==> src/rtl/mdm_pkg.sv <==
// Package: shared widths, line indices and control bit positions of the
// modem control/status block. Assumes four modem lines in the fixed order
// CTS, DSR, RI, DCD, which sets the status bit positions.
package mdm_pkg;
    localparam int MDM_LINES = 4;
    localparam int REG_W     = 8;

    // Line indices; status state bit = index + MDM_LINES, flag bit = index
    localparam int LN_CTS = 0;
    localparam int LN_DSR = 1;
    localparam int LN_RI  = 2;
    localparam int LN_DCD = 3;

    // Control byte bit positions
    localparam int CB_DTR   = 0;
    localparam int CB_RTS   = 1;
    localparam int CB_AUXA  = 2;
    localparam int CB_AUXB  = 3;
    localparam int CB_LOOP  = 4;
    localparam int CB_ARTS  = 6;
    localparam int CB_ACTS  = 7;

    // Bit 5 is not stored
    localparam logic [REG_W-1:0] CTL_KEEP_MASK = 8'hDF;

    // Lines whose flag fires only on the state falling from 1 to 0 (RI)
    localparam logic [MDM_LINES-1:0] TRAIL_ONLY = 4'b0100;

    typedef logic [MDM_LINES-1:0] mline_t;
endpackage

==> src/rtl/mdm_sync.sv <==
// Module: multi-stage synchronizer for a bus of independent asynchronous
// bits. Assumes each bit is a level that holds for several clocks; no bus
// coherency is provided. STAGES must be at least 1.
module mdm_sync #(
    parameter int               WIDTH   = 4,
    parameter int               STAGES  = 2,
    parameter logic [WIDTH-1:0] RST_VAL = '1
) (
    input  logic             clk,
    input  logic             rst_n,
    input  logic [WIDTH-1:0] d,
    output logic [WIDTH-1:0] q
);
    logic [STAGES-1:0][WIDTH-1:0] chain_q;

    // Shift the sampled bus through the flop chain
    always_ff @(posedge clk) begin
        if (!rst_n) begin
            for (int s = 0; s < STAGES; s++) chain_q[s] <= RST_VAL;
        end else begin
            chain_q[0] <= d;
            for (int s = 1; s < STAGES; s++) chain_q[s] <= chain_q[s-1];
        end
    end

    assign q = chain_q[STAGES-1];
endmodule

==> src/rtl/mdm_ctl_reg.sv <==
// Module: control byte storage. Holds DTR/RTS, two auxiliary bits, the
// loopback select and the two flow-control enable bits. Assumes a
// single-cycle write strobe; reading has no side effects.
module mdm_ctl_reg
    import mdm_pkg::*;
(
    input  logic             clk,
    input  logic             rst_n,
    input  logic             wr_en,
    input  logic [REG_W-1:0] wdata,
    output logic             dtr_bit,
    output logic             rts_bit,
    output logic [1:0]       aux_bits,
    output logic             loop_en,
    output logic             arts_bit,
    output logic             acts_bit,
    output logic [REG_W-1:0] rd_val
);
    logic [REG_W-1:0] ctl_q;

    // Capture written control bits, dropping the unused position
    always_ff @(posedge clk) begin
        if (!rst_n)     ctl_q <= '0;
        else if (wr_en) ctl_q <= wdata & CTL_KEEP_MASK;
    end

    assign dtr_bit  = ctl_q[CB_DTR];
    assign rts_bit  = ctl_q[CB_RTS];
    assign aux_bits = {ctl_q[CB_AUXB], ctl_q[CB_AUXA]};
    assign loop_en  = ctl_q[CB_LOOP];
    assign arts_bit = ctl_q[CB_ARTS];
    assign acts_bit = ctl_q[CB_ACTS];

    // Read view: DTR and RTS bits hidden while looping back
    always_comb begin
        rd_val = ctl_q & CTL_KEEP_MASK;
        if (loop_en) begin
            rd_val[CB_DTR] = 1'b0;
            rd_val[CB_RTS] = 1'b0;
        end
    end
endmodule

==> src/rtl/mdm_change_det.sv <==
// Module: line state register and sticky change flags. A line marked in
// TRAIL_MASK raises its flag only when its state falls from 1 to 0; the
// others raise it on any change. Assumes src is already synchronous.
// A clear and a new event on the same edge leave the flag set.
module mdm_change_det #(
    parameter int               LINES      = 4,
    parameter logic [LINES-1:0] TRAIL_MASK = 4'b0100
) (
    input  logic             clk,
    input  logic             rst_n,
    input  logic [LINES-1:0] src,
    input  logic             clr,
    output logic [LINES-1:0] state_q,
    output logic [LINES-1:0] flag_q
);
    logic [LINES-1:0] event_w;

    // Per-line event detector, kind chosen by the mask
    for (genvar i = 0; i < LINES; i++) begin : g_evt
        if (TRAIL_MASK[i]) begin : g_trail
            assign event_w[i] = state_q[i] & ~src[i];
        end else begin : g_any
            assign event_w[i] = state_q[i] ^ src[i];
        end
    end

    // Register the current line state
    always_ff @(posedge clk) begin
        if (!rst_n) state_q <= '0;
        else        state_q <= src;
    end

    // Sticky flags: clear on read, new events win over the clear
    always_ff @(posedge clk) begin
        if (!rst_n) flag_q <= '0;
        else        flag_q <= (clr ? '0 : flag_q) | event_w;
    end
endmodule

==> src/rtl/uart_modem_ctl.sv <==
// Module: modem control and status with diagnostic loopback. Drives the
// DTR/RTS pins from the control byte, reports synchronized modem lines
// and change flags in the status byte, and routes serial data internally
// when loopback is selected. Assumes the modem pins are asynchronous
// levels and that reg_wr is only issued with reg_sel = 0.
module uart_modem_ctl
    import mdm_pkg::*;
#(
    parameter int SYNC_STAGES = 2
) (
    input  logic             clk,
    input  logic             rst_n,
    input  logic             reg_wr,
    input  logic             reg_rd,
    input  logic             reg_sel,
    input  logic [REG_W-1:0] reg_wdata,
    output logic [REG_W-1:0] reg_rdata,
    input  logic             msi_en,
    input  logic             cts_n,
    input  logic             dsr_n,
    input  logic             ri_n,
    input  logic             dcd_n,
    output logic             dtr_n,
    output logic             rts_n,
    input  logic             tx_serial_in,
    input  logic             rx_pin,
    output logic             txd_pin,
    output logic             rx_serial_out,
    output logic             auto_rts_en,
    output logic             auto_cts_en,
    output logic             modem_irq
);
    logic       ctl_wr;
    logic       stat_rd;
    logic       dtr_bit;
    logic       rts_bit;
    logic [1:0] aux_bits;
    logic       loop_en;
    logic [REG_W-1:0] ctl_rd;
    mline_t     pin_raw;
    mline_t     pin_sync;
    mline_t     loop_src;
    mline_t     line_src;
    mline_t     line_state;
    mline_t     line_flag;
    logic [REG_W-1:0] status_word;

    assign ctl_wr  = reg_wr & ~reg_sel;
    assign stat_rd = reg_rd & reg_sel;

    mdm_ctl_reg u_ctl (
        .clk      (clk),
        .rst_n    (rst_n),
        .wr_en    (ctl_wr),
        .wdata    (reg_wdata),
        .dtr_bit  (dtr_bit),
        .rts_bit  (rts_bit),
        .aux_bits (aux_bits),
        .loop_en  (loop_en),
        .arts_bit (auto_rts_en),
        .acts_bit (auto_cts_en),
        .rd_val   (ctl_rd)
    );

    // Gather the active-low pins in line-index order
    always_comb begin
        pin_raw         = '1;
        pin_raw[LN_CTS] = cts_n;
        pin_raw[LN_DSR] = dsr_n;
        pin_raw[LN_RI]  = ri_n;
        pin_raw[LN_DCD] = dcd_n;
    end

    mdm_sync #(
        .WIDTH   (MDM_LINES),
        .STAGES  (SYNC_STAGES),
        .RST_VAL ({MDM_LINES{1'b1}})
    ) u_sync (
        .clk   (clk),
        .rst_n (rst_n),
        .d     (pin_raw),
        .q     (pin_sync)
    );

    // Loopback sources: control outputs wired onto the modem inputs
    always_comb begin
        loop_src         = '0;
        loop_src[LN_CTS] = rts_bit;
        loop_src[LN_DSR] = dtr_bit;
        loop_src[LN_RI]  = aux_bits[0];
        loop_src[LN_DCD] = aux_bits[1];
    end

    // Pick the line source: control bits in loopback, pins otherwise
    assign line_src = loop_en ? loop_src : ~pin_sync;

    mdm_change_det #(
        .LINES      (MDM_LINES),
        .TRAIL_MASK (TRAIL_ONLY)
    ) u_chg (
        .clk     (clk),
        .rst_n   (rst_n),
        .src     (line_src),
        .clr     (stat_rd),
        .state_q (line_state),
        .flag_q  (line_flag)
    );

    assign status_word = {line_state, line_flag};

    // Read data mux
    assign reg_rdata = reg_sel ? status_word : ctl_rd;

    // Modem output pins, parked inactive in loopback
    assign dtr_n = loop_en ? 1'b1 : ~dtr_bit;
    assign rts_n = loop_en ? 1'b1 : ~rts_bit;

    // Serial routing: internal loop or pass-through
    assign txd_pin       = loop_en ? 1'b1 : tx_serial_in;
    assign rx_serial_out = loop_en ? tx_serial_in : rx_pin;

    // Interrupt request from any raised flag
    assign modem_irq = msi_en & (|line_flag);
endmodule

==> config.mk <==
export PLATFORM = sky130hd
export DESIGN_NAME = uart_modem_ctl
export DESIGN_NICKNAME = d
export VERILOG_FILES = /design/src/rtl/mdm_pkg.sv /design/src/rtl/mdm_sync.sv /design/src/rtl/mdm_ctl_reg.sv /design/src/rtl/mdm_change_det.sv /design/src/rtl/uart_modem_ctl.sv
export SDC_FILE = /design/constraint.sdc
export NUM_CORES = 1
export LEC_CHECK = 0
export ABC_AREA = 1
export BUFFER_PORTS_ARGS = -buffer_cell sky130_fd_sc_hd__buf_2
export CAP_MARGIN = 20
export CORE_MARGIN = 5
export CORE_UTILIZATION = 47
export DETAILED_ROUTE_END_ITERATION = 16
export PLACE_DENSITY_LB_ADDON = 0.25
export SYNTH_ARGS = -nofsm -noshare
export SYNTH_HDL_FRONTEND = slang
export SYNTH_SLANG_ARGS = --single-unit
==> constraint.sdc <==
create_clock -name clk -period 1.22 [get_ports clk]
set_input_delay 0.122 -clock clk [delete_from_list [all_inputs] [get_ports clk]]
set_output_delay 0.122 -clock clk [all_outputs]
set_load 0.005 [all_outputs]
* Word level (Yosys, flattened, before mapping) *
Index checks and enable logic that the tools add are counted.
Widths: inputs -> output; s select.

word-level totals
  bits in registers = 23
  input bits = 20
  output and inout bits = 15

operators by class
  multiplexer cells = 8
  bitwise logic cells = 13
  reductions and logical operators = 1

operators with widths
  operator         count
  $mux 4           2
  $mux 8           1
  $and 1x1->1      4
  $mux 1           4
  $not 1->1        4
  $not 4->4        1
  $or 4x4->4       1
  $reduce_or 4->1  1
  $xor 1x1->1      3
  $mux 2           1

* Longest topological paths before layout *
  depth in word-level cells = 5
  gate-level depth with buffers = 8
  mapped depth without buffers = 6

* By module *
From an unflattened synthesis, not the netlist that was laid out.

unflattened totals
  cell total of the unflattened synthesis = 179
  area total of the unflattened synthesis = 1142.3 um^2

modules (own cells, without submodules)
  module          instances  cells an instance  area an instance (um^2)  seq. area each (um^2)
  mdm_ctl_reg     1          54                 346.6                    140.1
  mdm_change_det  1          46                 315.3                    160.2
  mdm_sync        1          29                 255.2                    160.2
  uart_modem_ctl  1          50                 225.2                    0.0

* Worst setup path after synthesis *
Ideal clock, no wire load.

  path kind = reg2out
  start = register u_ctl.ctl_q[4]
  end = output port reg_rdata[0]
  arrival time = 0.833 ns
  data required time = 1.098 ns
  slack = 0.265 ns
  cell stages (with the launch flop) = 6
  buffers on the path = 2
  path through = dfxtp_1 buf_6 inv_4 buf_6 nand2_1 o21ai_0

between the ends
  word-level cells in the longest chain between the ends = 2

ends and longest elaborated chain
  element                 line                   RTL
  from (decl)             mdm_ctl_reg.sv:19      logic [REG_W-1:0] ctl_q;
  from (signal assigned)  mdm_ctl_reg.sv:24      else if (wr_en) ctl_q <= wdata & CTL_KEEP_MASK;
  $mux 2                  mdm_ctl_reg.sv:37      if (loop_en) begin
  $mux 8                  uart_modem_ctl.sv:112  assign reg_rdata = reg_sel ? status_word : ctl_rd;
  to (decl)               uart_modem_ctl.sv:17   output logic [REG_W-1:0] reg_rdata,

Every way passes these cells.

* Worst setup path after layout *
  start = register u_chg.flag_q[1]
  end = output port modem_irq

between the ends
  word-level cells in the longest chain between the ends = 2

ends and longest elaborated chain
  element                 line                   RTL
  from (decl)             mdm_change_det.sv:14   output logic [LINES-1:0] flag_q
  from (signal assigned)  mdm_change_det.sv:36   else flag_q <= (clr ? '0 : flag_q) | event_w;
  $reduce_or 4->1         uart_modem_ctl.sv:123  assign modem_irq = msi_en & (|line_flag);
  $and 1x1->1             uart_modem_ctl.sv:123
  to (decl)               uart_modem_ctl.sv:31   output logic modem_irq

Every way passes these cells.

==> impl_metrics.csv <==
group,metric,value,unit
synthesis,synth-seq-area-share,0.474,
route,wire_per_inst,10.8,um
route,wl,2160,um
status,status,"finished, violations left",
timing,worst_pin_slew,0.384,ns
timing,maxSlewHeadroom,0.744,
die,ios,35,
global_routing,grt.total_usage,0.151,
power_and_ir_drop,ir_drop,0.741,mV
die,core.rowCount,16,
final_layout,diodes,0,
clocking,clock_path_buffers,2,
critical_path,startpoint,"u_chg.flag_q[1]",
synthesis,ys_warn_count,0,
critical_path,worst-r2r-cell-count,8,
synthesis,synth_top_area_frac,0.474,
timing,whs,0.00361,ns
placement,place_ws,0.177,ns
global_routing,grt_pass1_vias,912,
global_routing,antenna_found_initial,0,
clocking,cts_sinks,23,
min_path,min_path_type,"input port to flip-flop",
global_routing,grt_pass1_wl,3860,um
synthesis,syn-num-nets,153,
clocking,htreeDepth,1,
die,chipWidth,55.5,um
route,vias_per_cell,4.63,
synthesis,async_flop_share,0,
critical_path,endpoint,"modem_irq",
critical_path,r2r-start,"u_ctl.ctl_q[4]",
critical_path,arrival,1.11,ns
route,drc,0,
route,final_antenna_net_count,0,
synthesis,netlist_area,971,sq um
final_layout,fillers,198,
synthesis,synth_ff_type,"dfxtp_1",
flow_run,cap_violations,0,
synthesis,synth_top_area_cell,"dfxtp_1",
final_layout,drive_gt1_frac,0.347,
placement,routabilityCongestion,0.805,
die,start_util,0.495,
synthesis,synthTopCellsByCount,"nand2_1, dfxtp_1, inv_1, o21ai_0, or2_2",
clocking,cts_root_buffer,"clkbuf_4",
placement,placed_cell_area,1130,sq um
route,drt_iter0_drc,15,
die,fp.dieArea,3070,sq um
power_and_ir_drop,power.density,1140,nW/um^2
timing,period_minus_slack,1.23,ns
global_routing,grt_overflow,0,
global_routing,grt_max_degree,14,
timing,fmax,813,MHz
timing,fin_crit_sh,1.01,
timing,final-max-slew-violation-count,0,
critical_path,regToRegEndpoint,"u_chg.flag_q[3]",
synthesis,synth_area_leaders,"dfxtp_1, nand2_1, o21ai_0, or2_2, inv_1",
synthesis,synth.most_common_cell,"nand2_1",
synthesis,ys_types,18,
clocking,clock_latency,0.30,ns
timing,skew,0.00627,ns
final_layout,design_area,1250,sq um
timing,timing_hold_violations_final,0,
placement,dp_cells,188,
critical_path,crit_type,"flip-flop to output pin",
timing,layout_setup_ws,-0.00951,ns
timing,rsz0062_at_grt,"yes",
synthesis,syn_inst,133,
route,first_pass_iters,4,
power_and_ir_drop,p_leak,0.652,nW
final_layout,area.growth.synth_to_final,28.9,%
status,violations,"setup timing",
clocking,cts_tree,"yes",
critical_path,critPathMaxFanout,3,
route,num_vias,925,
synthesis,synth.avg_cell_area,7.30,sq um
final_layout,nNetsFinal,194,
power_and_ir_drop,finalPower,1.42,mW
die,fp.dieH,55.5,um
die,core_area,1960,sq um
final_layout,final_cells,200,
synthesis,synth_edf_count,0,
critical_path,critPathCaptureType,"output pin",
critical_path,cp.required,1.10,ns
timing,setup_viol,1,
timing,totalNegativeSetupSlack,-0.00951,ns
clocking,cts_made_buffers,3,
placement,port_buffers,33,
synthesis,ys_seq_elements,23,
placement,dp_hpwl,1540,um
final_layout,fin_util,0.638,
clocking,path_clk_slew,0.12,ns
critical_path,startpoint_type,"flip-flop",
critical_path,worst-r2r-setup-slack,0.13,ns
## critical path: stages (launching register included)
cell,delay (ns)
dfxtp_2,0.35
nor4_2,0.27
nor2_1,0.06
buf_2,0.12
## report_power, final
part	internal, mW	total, mW	switching, mW	leakage [nW]
sequential	0.798	0.831	0.0334	0.191
combinational	0.128	0.252	0.124	0.445
clock	0.127	0.338	0.211	0.0150
## routing by layer
metal | wire length, um | share of wire | track usage | vias to the layer above
met2 | 1100 | 0.51 | 0.269 | 26
li1 | - | - | - | 499
met4 | 13 | 0.0060 | 0.0486 | 0
met5 | 0 | 0 | 0 | -
met3 | 144 | 0.067 | 0.0373 | 2
met1 | 905 | 0.42 | 0.175 | 398
## repair_timing
action | 4_1_cts | 5_1_grt
hold endpoints to repair | 3 | 0
hold buffers | 3 | 0
resized for setup | 7 | 4
setup buffers | 3 | 2
pin swaps | 1 | 2
setup endpoints to repair | 8 | 3
## cells by family (layout without fill, tap and decap cells)
logic type             after synthesis  in the layout  synth area share
buffers and inverters               22             62             0.108
and+or+nand+nor                     67             67             0.302
DFF                                 23             23             0.474
AOI/OAI and AO/OA                   21             21             0.116
## flip-flops by register name, indices dropped and copies added (netlist names)
name and flops:
u_chg.state_q 4, u_chg.flag_q 4, u_sync.q 4, u_sync.chain_q 4
u_ctl.ctl_q 7
## placed cells by master (no fill, tap or decap)
cell           Yosys  routed
a21oi_1            7       7
a21oi_2            1       1
buf_2              1      33
buf_4              1       6
clkbuf_1           2       1
clkbuf_4           0       3
dfxtp_1           23      20
dfxtp_2            0       2
dfxtp_4            0       1
dlygate4sd3_1      0       3
inv_1             14      14
inv_2              1       1
inv_8              0       1
nand2_1           40      39
nand2_2            0       1
nand3_1            7       7
nand3b_1           2       2
nor2_1             8       8
nor4_2             0       1
o21ai_0           12      10
o21ai_1            0       2
o21ai_2            1       1
or2_2              9       8
or2_4              0       1
## final cells by class
class | count | area (sq um) | area share
timing repair buffer | 42 | 240 | 0.192
multi-input combinational | 88 | 417 | 0.333
clock buffer | 4 | 26.3 | 0.0210
inverter | 16 | 67.6 | 0.0540
sequential | 23 | 467 | 0.373
tap | 27 | 33.8 | 0.0270
## worst min path at each step
stage | from | endpoint | slack [ns] | cells past startpoint
2_1_floorplan | ri_n | u_sync.chain_q[2] | 0.23 | 1
5_1_grt | dcd_n | u_sync.chain_q[3] | 0.0007 | 2
6_report | dcd_n | u_sync.chain_q[3] | 0.004 | 2
4_1_cts | dcd_n | u_sync.chain_q[3] | 0.00008 | 2
3_5_place_dp | ri_n | u_sync.chain_q[2] | 0.31 | 2
3_3_place_gp | cts_n | u_sync.chain_q[0] | 0.31 | 2
(Power assumes the default switching activity.)
